$ cat config.mk
export PLATFORM = sky130hd
export DESIGN_NAME = fec_flit_encoder
export DESIGN_NICKNAME = d
export VERILOG_FILES = /design/src/rtl/fec_enc_pkg.sv /design/src/rtl/fec_lane_seq.sv /design/src/rtl/fec_rs_rem.sv /design/src/rtl/fec_ecc_sel.sv /design/src/rtl/fec_flit_encoder.sv
export SDC_FILE = /design/constraint.sdc
export NUM_CORES = 1
export LEC_CHECK = 0
export ABC_AREA = 1
export BUFFER_PORTS_ARGS = -buffer_cell sky130_fd_sc_hd__buf_2
export CORE_UTILIZATION = 55
export DETAILED_ROUTE_END_ITERATION = 6
export HOLD_SLACK_MARGIN = 0.15
export PLACE_DENSITY_LB_ADDON = 0.25
export SLEW_MARGIN = 20
export SYNTH_ARGS = -nofsm -noshare
export SYNTH_HDL_FRONTEND = slang
export SYNTH_SLANG_ARGS = --single-unit
$ cat constraint.sdc
create_clock -name clk -period 1.8 [get_ports clk]
set_input_delay 0.18 -clock clk [delete_from_list [all_inputs] [get_ports clk]]
set_output_delay 0.18 -clock clk [all_outputs]
set_load 0.005 [all_outputs]
$ cat src/rtl/fec_enc_pkg.sv
package fec_enc_pkg;

  localparam int SYM_W = 8;
  localparam logic [8:0] GF_POLY = 9'h11D;
  localparam int PAR_PER_CW = 2;

  typedef logic [SYM_W-1:0] sym_t;

  // generator g(x) = x^2 + GEN_C1*x + GEN_C0 = (x + 1)(x + alpha)
  localparam sym_t GEN_C1 = 8'h03;
  localparam sym_t GEN_C0 = 8'h02;

  typedef struct packed {
    sym_t hi;  // coefficient of x^1, first check symbol
    sym_t lo;  // coefficient of x^0, second check symbol
  } rem_t;

  function automatic sym_t gf_xtime(input sym_t a);
    logic [8:0] t;
    t = {a, 1'b0};
    if (t[8]) t = t ^ GF_POLY;
    return t[7:0];
  endfunction

  function automatic sym_t gf_mul(input sym_t a, input sym_t b);
    sym_t acc;
    sym_t sh;
    acc = '0;
    sh  = a;
    for (int k = 0; k < SYM_W; k++) begin
      if (b[k]) acc = acc ^ sh;
      sh = gf_xtime(sh);
    end
    return acc;
  endfunction

  // one division step of the remainder register by g(x)
  function automatic rem_t rs_step(input rem_t r, input sym_t d);
    sym_t fb;
    rem_t n;
    fb   = d ^ r.hi;
    n.hi = r.lo ^ gf_mul(fb, GEN_C1);
    n.lo = gf_mul(fb, GEN_C0);
    return n;
  endfunction

endpackage

$ cat src/rtl/fec_lane_seq.sv
module fec_lane_seq
  import fec_enc_pkg::*;
#(
  parameter int PROT_BYTES = 250,
  parameter int NUM_CW     = 3,
  parameter int ECC_BYTES  = 6,
  localparam int CW = $clog2(PROT_BYTES),
  localparam int LW = (NUM_CW > 1) ? $clog2(NUM_CW) : 1,
  localparam int EW = (ECC_BYTES > 1) ? $clog2(ECC_BYTES) : 1
) (
  input  logic          clk,
  input  logic          rst_n,
  input  logic          in_valid,
  input  logic          in_start,
  output logic          in_ready,
  output logic          byte_accept,
  output logic [LW-1:0] eff_lane,
  output logic          first_byte,
  output logic          last_data,
  output logic          ecc_emit,
  output logic [EW-1:0] ecc_idx,
  output logic          ecc_last
);

  logic [CW-1:0] byte_cnt;
  logic [LW-1:0] lane;
  logic          in_ecc;
  logic [CW-1:0] eff_cnt;

  assign in_ready    = !in_ecc;
  assign byte_accept = in_valid && in_ready;
  assign eff_cnt     = in_start ? '0 : byte_cnt;
  assign eff_lane    = in_start ? '0 : lane;
  assign first_byte  = (eff_cnt == '0);
  assign last_data   = byte_accept && (eff_cnt == CW'(PROT_BYTES - 1));
  assign ecc_emit    = in_ecc;
  assign ecc_last    = in_ecc && (ecc_idx == EW'(ECC_BYTES - 1));

  always_ff @(posedge clk or negedge rst_n) begin
    if (!rst_n) begin
      byte_cnt <= '0;
      lane     <= '0;
      in_ecc   <= 1'b0;
      ecc_idx  <= '0;
    end else if (in_ecc) begin
      if (ecc_last) begin
        in_ecc  <= 1'b0;
        ecc_idx <= '0;
      end else begin
        ecc_idx <= ecc_idx + 1'b1;
      end
    end else if (byte_accept) begin
      if (last_data) begin
        byte_cnt <= '0;
        lane     <= '0;
        in_ecc   <= 1'b1;
        ecc_idx  <= '0;
      end else begin
        byte_cnt <= eff_cnt + 1'b1;
        lane     <= (eff_lane == LW'(NUM_CW - 1)) ? '0 : eff_lane + 1'b1;
      end
    end
  end

endmodule

$ cat src/rtl/fec_rs_rem.sv
module fec_rs_rem
  import fec_enc_pkg::*;
(
  input  logic clk,
  input  logic rst_n,
  input  logic clr,
  input  logic en,
  input  sym_t din,
  output rem_t rem
);

  rem_t base;

  assign base = clr ? '0 : rem;

  always_ff @(posedge clk or negedge rst_n) begin
    if (!rst_n) begin
      rem <= '0;
    end else if (en) begin
      rem <= rs_step(base, din);
    end else if (clr) begin
      rem <= '0;
    end
  end

endmodule

$ cat src/rtl/fec_ecc_sel.sv
module fec_ecc_sel
  import fec_enc_pkg::*;
#(
  parameter int NUM_CW    = 3,
  parameter int ECC_BYTES = 6,
  localparam int EW = (ECC_BYTES > 1) ? $clog2(ECC_BYTES) : 1
) (
  input  rem_t          rems [NUM_CW],
  input  logic [EW-1:0] ecc_idx,
  output sym_t          ecc_byte
);

  // slot k: codeword k mod NUM_CW; first symbols in slots 0..NUM_CW-1, then second
  always_comb begin
    ecc_byte = '0;
    for (int k = 0; k < ECC_BYTES; k++) begin
      if (ecc_idx == EW'(k)) begin
        ecc_byte = (k < NUM_CW) ? rems[k % NUM_CW].hi : rems[k % NUM_CW].lo;
      end
    end
  end

endmodule

$ cat src/rtl/fec_flit_encoder.sv
module fec_flit_encoder
  import fec_enc_pkg::*;
#(
  parameter int PROT_BYTES = 250,
  parameter int NUM_CW     = 3
) (
  input  logic       clk,
  input  logic       rst_n,
  input  logic       in_valid,
  input  logic       in_start,
  input  logic [7:0] in_data,
  output logic       in_ready,
  output logic       out_valid,
  output logic [7:0] out_data,
  output logic       out_sof,
  output logic       out_eof,
  output logic       out_ecc
);

  localparam int ECC_BYTES = PAR_PER_CW * NUM_CW;
  localparam int LW = (NUM_CW > 1) ? $clog2(NUM_CW) : 1;
  localparam int EW = (ECC_BYTES > 1) ? $clog2(ECC_BYTES) : 1;

  logic          byte_accept;
  logic [LW-1:0] eff_lane;
  logic          first_byte;
  logic          last_data;
  logic          ecc_emit;
  logic [EW-1:0] ecc_idx;
  logic          ecc_last;
  rem_t          rem_all [NUM_CW];
  sym_t          ecc_byte;

  fec_lane_seq #(
    .PROT_BYTES(PROT_BYTES),
    .NUM_CW    (NUM_CW),
    .ECC_BYTES (ECC_BYTES)
  ) u_seq (
    .clk        (clk),
    .rst_n      (rst_n),
    .in_valid   (in_valid),
    .in_start   (in_start),
    .in_ready   (in_ready),
    .byte_accept(byte_accept),
    .eff_lane   (eff_lane),
    .first_byte (first_byte),
    .last_data  (last_data),
    .ecc_emit   (ecc_emit),
    .ecc_idx    (ecc_idx),
    .ecc_last   (ecc_last)
  );

  for (genvar c = 0; c < NUM_CW; c++) begin : g_cw
    fec_rs_rem u_rem (
      .clk  (clk),
      .rst_n(rst_n),
      .clr  (byte_accept && in_start),
      .en   (byte_accept && (eff_lane == LW'(c))),
      .din  (in_data),
      .rem  (rem_all[c])
    );
  end

  fec_ecc_sel #(
    .NUM_CW   (NUM_CW),
    .ECC_BYTES(ECC_BYTES)
  ) u_sel (
    .rems    (rem_all),
    .ecc_idx (ecc_idx),
    .ecc_byte(ecc_byte)
  );

  always_ff @(posedge clk or negedge rst_n) begin
    if (!rst_n) begin
      out_valid <= 1'b0;
      out_data  <= '0;
      out_sof   <= 1'b0;
      out_eof   <= 1'b0;
      out_ecc   <= 1'b0;
    end else if (byte_accept) begin
      out_valid <= 1'b1;
      out_data  <= in_data;
      out_sof   <= first_byte;
      out_eof   <= 1'b0;
      out_ecc   <= 1'b0;
    end else if (ecc_emit) begin
      out_valid <= 1'b1;
      out_data  <= ecc_byte;
      out_sof   <= 1'b0;
      out_eof   <= ecc_last;
      out_ecc   <= 1'b1;
    end else begin
      out_valid <= 1'b0;
      out_sof   <= 1'b0;
      out_eof   <= 1'b0;
      out_ecc   <= 1'b0;
    end
  end

endmodule

==> results by group <==
Outcome
  – Status: finished, final reports clean

GRT
  – Routing usage on met2: 51.35%
  – Most Crowded Layer GR: met2
  – Largest net degree at the start of global routing: 54
  – Met1 Use GR: 45.66%
  – Gr usage total: 32.85%
  – Grt met3 use: 6.069%
  – Total gr overflow: 0
  – Global-route wire length before repair: 24250 µm
  – Initial antenna violation count: 0
  – Vias in the first global route: 4812

Yosys
  – Sequential fraction of the synthesis area: 37.53%
  – Syn Area/Cell: 6.749 µm²
  – Mapped Area: 0.004933 mm²
  – Syn nets: 751
  – Gate Count Post-Synth: 731
  – Netlist cell types: 29
  – Ys Warns: 0
  – Synth Register Bits: 74

Route
  – Vias per cell: 5.856
  – DRT iter0 DRCs: 525
  – DRC viols: 0
  – Post-DRT Antenna Nets: 0
  – Pre-Repair DR Iteration Count: 5
  – DR vias: 5270
  – WL final: 15680 µm
  – DR WL/cell: 17.42 µm

Final layout
  – Inserted Diodes: 0
  – Final #Nets: 807
  – P&R area growth vs syn: 22.85%
  – Share of layout cells above drive strength 1: 20.33%

CTS
  – CTS buffer count: 9
  – Longest Clk Path Bufs: 2
  – CTS Root Cell: clkbuf_8
  – Clock Latency Late Sink: 0.36 ns
  – CTS H-Tree Depth: 3
  – Clock sinks: 74
  – Clk slew on worst S/H paths: 0.08 ns
  – CTS tree: yes

Job
  – Max-Cap Viols: 0

STA
  – Min Clock Period, post-route: 1.778 ns
  – Post-route setup slack: 0.02221 ns
  – Fin. max-slew vios: 0
  – Count of final setup violators: 0
  – Max frequency: 562.5 MHz
  – Layout Skew: 0.01206 ns
  – Period utilization: 98.77%
  – Worst Max-Slew Pin Slew: 0.6903 ns
  – Final setup TNS: 0 ns
  – Rel. slew slack: 53.81%
  – RSZ-0062 raised after global routing: yes
  – Endpoints failing hold: 0

Placement
  – Port bufs: 24
  – RePlAce Congestion: 1.038
  – Pre-CTS setup slack: -0.01532 ns
  – Post-DP HPWL: 10850 µm

Worst setup path
  – Worst Path Required: 2.02 ns
  – Most frequent CP cell: nand2_1
  – Cells along the critical path: inv_2 -> nand3_4 -> buf_12 -> buf_16 -> nand2_2 -> xor2_2 -> nand2_1 -> nand2_1 -> nand2_1 -> nand3_1 -> o21ai_0
  – Critical Path Max Stage Delay: 0.40 ns
  – WS Path Type: reg2reg
  – Slowest CP cell: dfrtp_1
  – Worst setup SP type: flip-flop
  – CP Data Arrival Time: 2.00 ns
  – Nature of the critical path endpoint: flip-flop
  – Max Fanout on Critical Path: 14

Pwr
  – Peak supply drop: 0.5719 mV
  – Comb pwr share: 34.0%
  – Clk pwr share: 28.1%
  – Pwr Total: 0.005847 W
  – Seq pwr share: 38.0%
  – Pleak: 3.206 nW
  – Psw: 0.002187 W
  – Net Sw Frac: 37.41%
  – Internal power: 0.003660 W
  – Power density cells: 964.7 mW/mm²

Die
  – Placeable Area: 0.008721 mm²
  – Die width: 96.71 µm
  – Initial core utilization: 56.57%
  – Die area: 0.009353 mm²
  – Row Count: 34
  – Die Height: 96.71 µm
  – Io pins: 25

Hold path
  – Worst min path class: in2reg
==> power by group through the flow <==
stage / clock network (W) / logic [W] / registers [W]
after floorplan: 0 / 0.00130 / 0.00210
after global placement: 0 / 0.00163 / 0.00222
after detailed placement: 0 / 0.00171 / 0.00222
after CTS: 0.00164 / 0.00174 / 0.00219
after global routing: 0.00172 / 0.00223 / 0.00224
final: 0.00164 / 0.00199 / 0.00222
==> Yosys cell counts (all sizes together) <==
master,count,area (µm²)
nand2,293,1100
nand3,112,565.5
dfrtp,74,1852
inv,74,277.8
o21ai,49,245.2
nor2,28,105.1
xor2,28,245.2
buf,15,97.58
o211ai,10,75.07
ha,8,100.1
o22ai,8,50.05
clkbuf,7,26.28
nor3,6,57.55
a221oi,5,43.79
nand3b,3,22.52
nand4,3,18.77
or2,3,18.77
xnor2,2,17.52
a21oi,1,5.000
clkinv,1,3.750
nor4,1,6.260
==> flip-flops by register name, indices dropped and copies added (netlist names) <==
register and count:
u_seq.lane 2, g_cw.u_rem.rem 48, out_sof 1, u_seq.ecc_idx 3, out_data 8, u_seq.byte_cnt 8, out_ecc 1, out_eof 1
out_valid 1, u_seq.ecc_emit 1
==> layer usage <==
metal / vias up / routed length [µm]
met4: 0 / 520
li1: 2451 / -
met2: 299 / 7306
met5: - / 0
met3: 52 / 1520
met1: 2468 / 6334
==> worst max-delay path, delay by kind of cell, from the launching register on <==
kind	cells	cell delay, ns
xor+xnor	1	0.20
compound gates	1	0.10
buf+inv	3	0.41
simple gates	6	0.54
flops	1	0.40
==> final cells by class <==
type | count | area (µm²)
flip-flops and latches | 74 | 1852
clock buffers | 12 | 155.1
inverters | 75 | 281.5
fillers | 722 | 2660
well taps | 108 | 135.1
repair buffers | 67 | 550.5
multi-input cells | 560 | 2989
clock inverters | 4 | 97.59
==> final timing paths <==
kind | from | end | slack, ns | cells past startpoint
max | u_seq.ecc_emit$_DFF_PN0_ | g_cw[1].u_rem.rem[14]$_DFF_PN0_ | 0.02 | 11
max reg2reg | u_seq.ecc_emit$_DFF_PN0_ | g_cw[1].u_rem.rem[14]$_DFF_PN0_ | 0.02 | 11
min in group asynchronous | rst_n | u_seq.byte_cnt[6]$_DFFE_PN0P_ | 0.41 | 2
min reg2reg | out_data[4]$_DFFE_PN0P_ | out_data[4]$_DFFE_PN0P_ | 0.49 | 2
max in group asynchronous | rst_n | g_cw[1].u_rem.rem[8]$_DFF_PN0_ | 0.75 | 3
min | in_valid | out_valid$_DFF_PN0_ | 0.25 | 3
==> placed cells by master (no fill, tap or decap), drive strengths merged, types with 2 or more instances in the layout <==
cell type and instances:
nand4 3, clkbuf 13, o21ai 49, inv 74, nor3 6, bufinv 3, nand3 112, nor2 28
nand2 293, o211ai 10, dfrtp 74, a221oi 5, buf 65, nand3b 3, or2 3, xnor2 2
xor2 28, o22ai 8, ha 8
==> logic make-up (layout without fill, tap and decap cells) <==
group	after synthesis	count (layout)	share of synthesized area, %
AND/OR/NAND/NOR	449	449	38.40
buffers and inverters	97	158	8.217
flip-flops	74	74	37.53
AO/OA/AOI/OAI	73	73	8.496
XOR/XNOR	30	30	5.326
adder cells (fa/ha/maj)	8	8	2.029
==> what timing repair did <==
action / 4_1_cts / 5_1_grt
resized for setup: 1 / 81
hold buffers: 1 / 0
cloned: 1 / 2
pin swaps: 0 / 10
endpoints found under the hold margin: 50 / 0
setup endpoints to repair: 5 / 36
buffers inserted: 1 / 12
==> per-stage QoR <==
stage	utilization (%)	cell area [µm²]	hold slack (ns)	std cells
global route	69.50	6061	0.2681	900
CTS	64.33	5610	0.2521	886
detailed placement	60.77	5300	0.2661	867
finish	69.50	6061	0.2510	900
floorplan	-	4933	-0.1156	731
global placement	60.77	5300	0.2678	867
No activity file was read; power rests on OpenSTA's default activity.
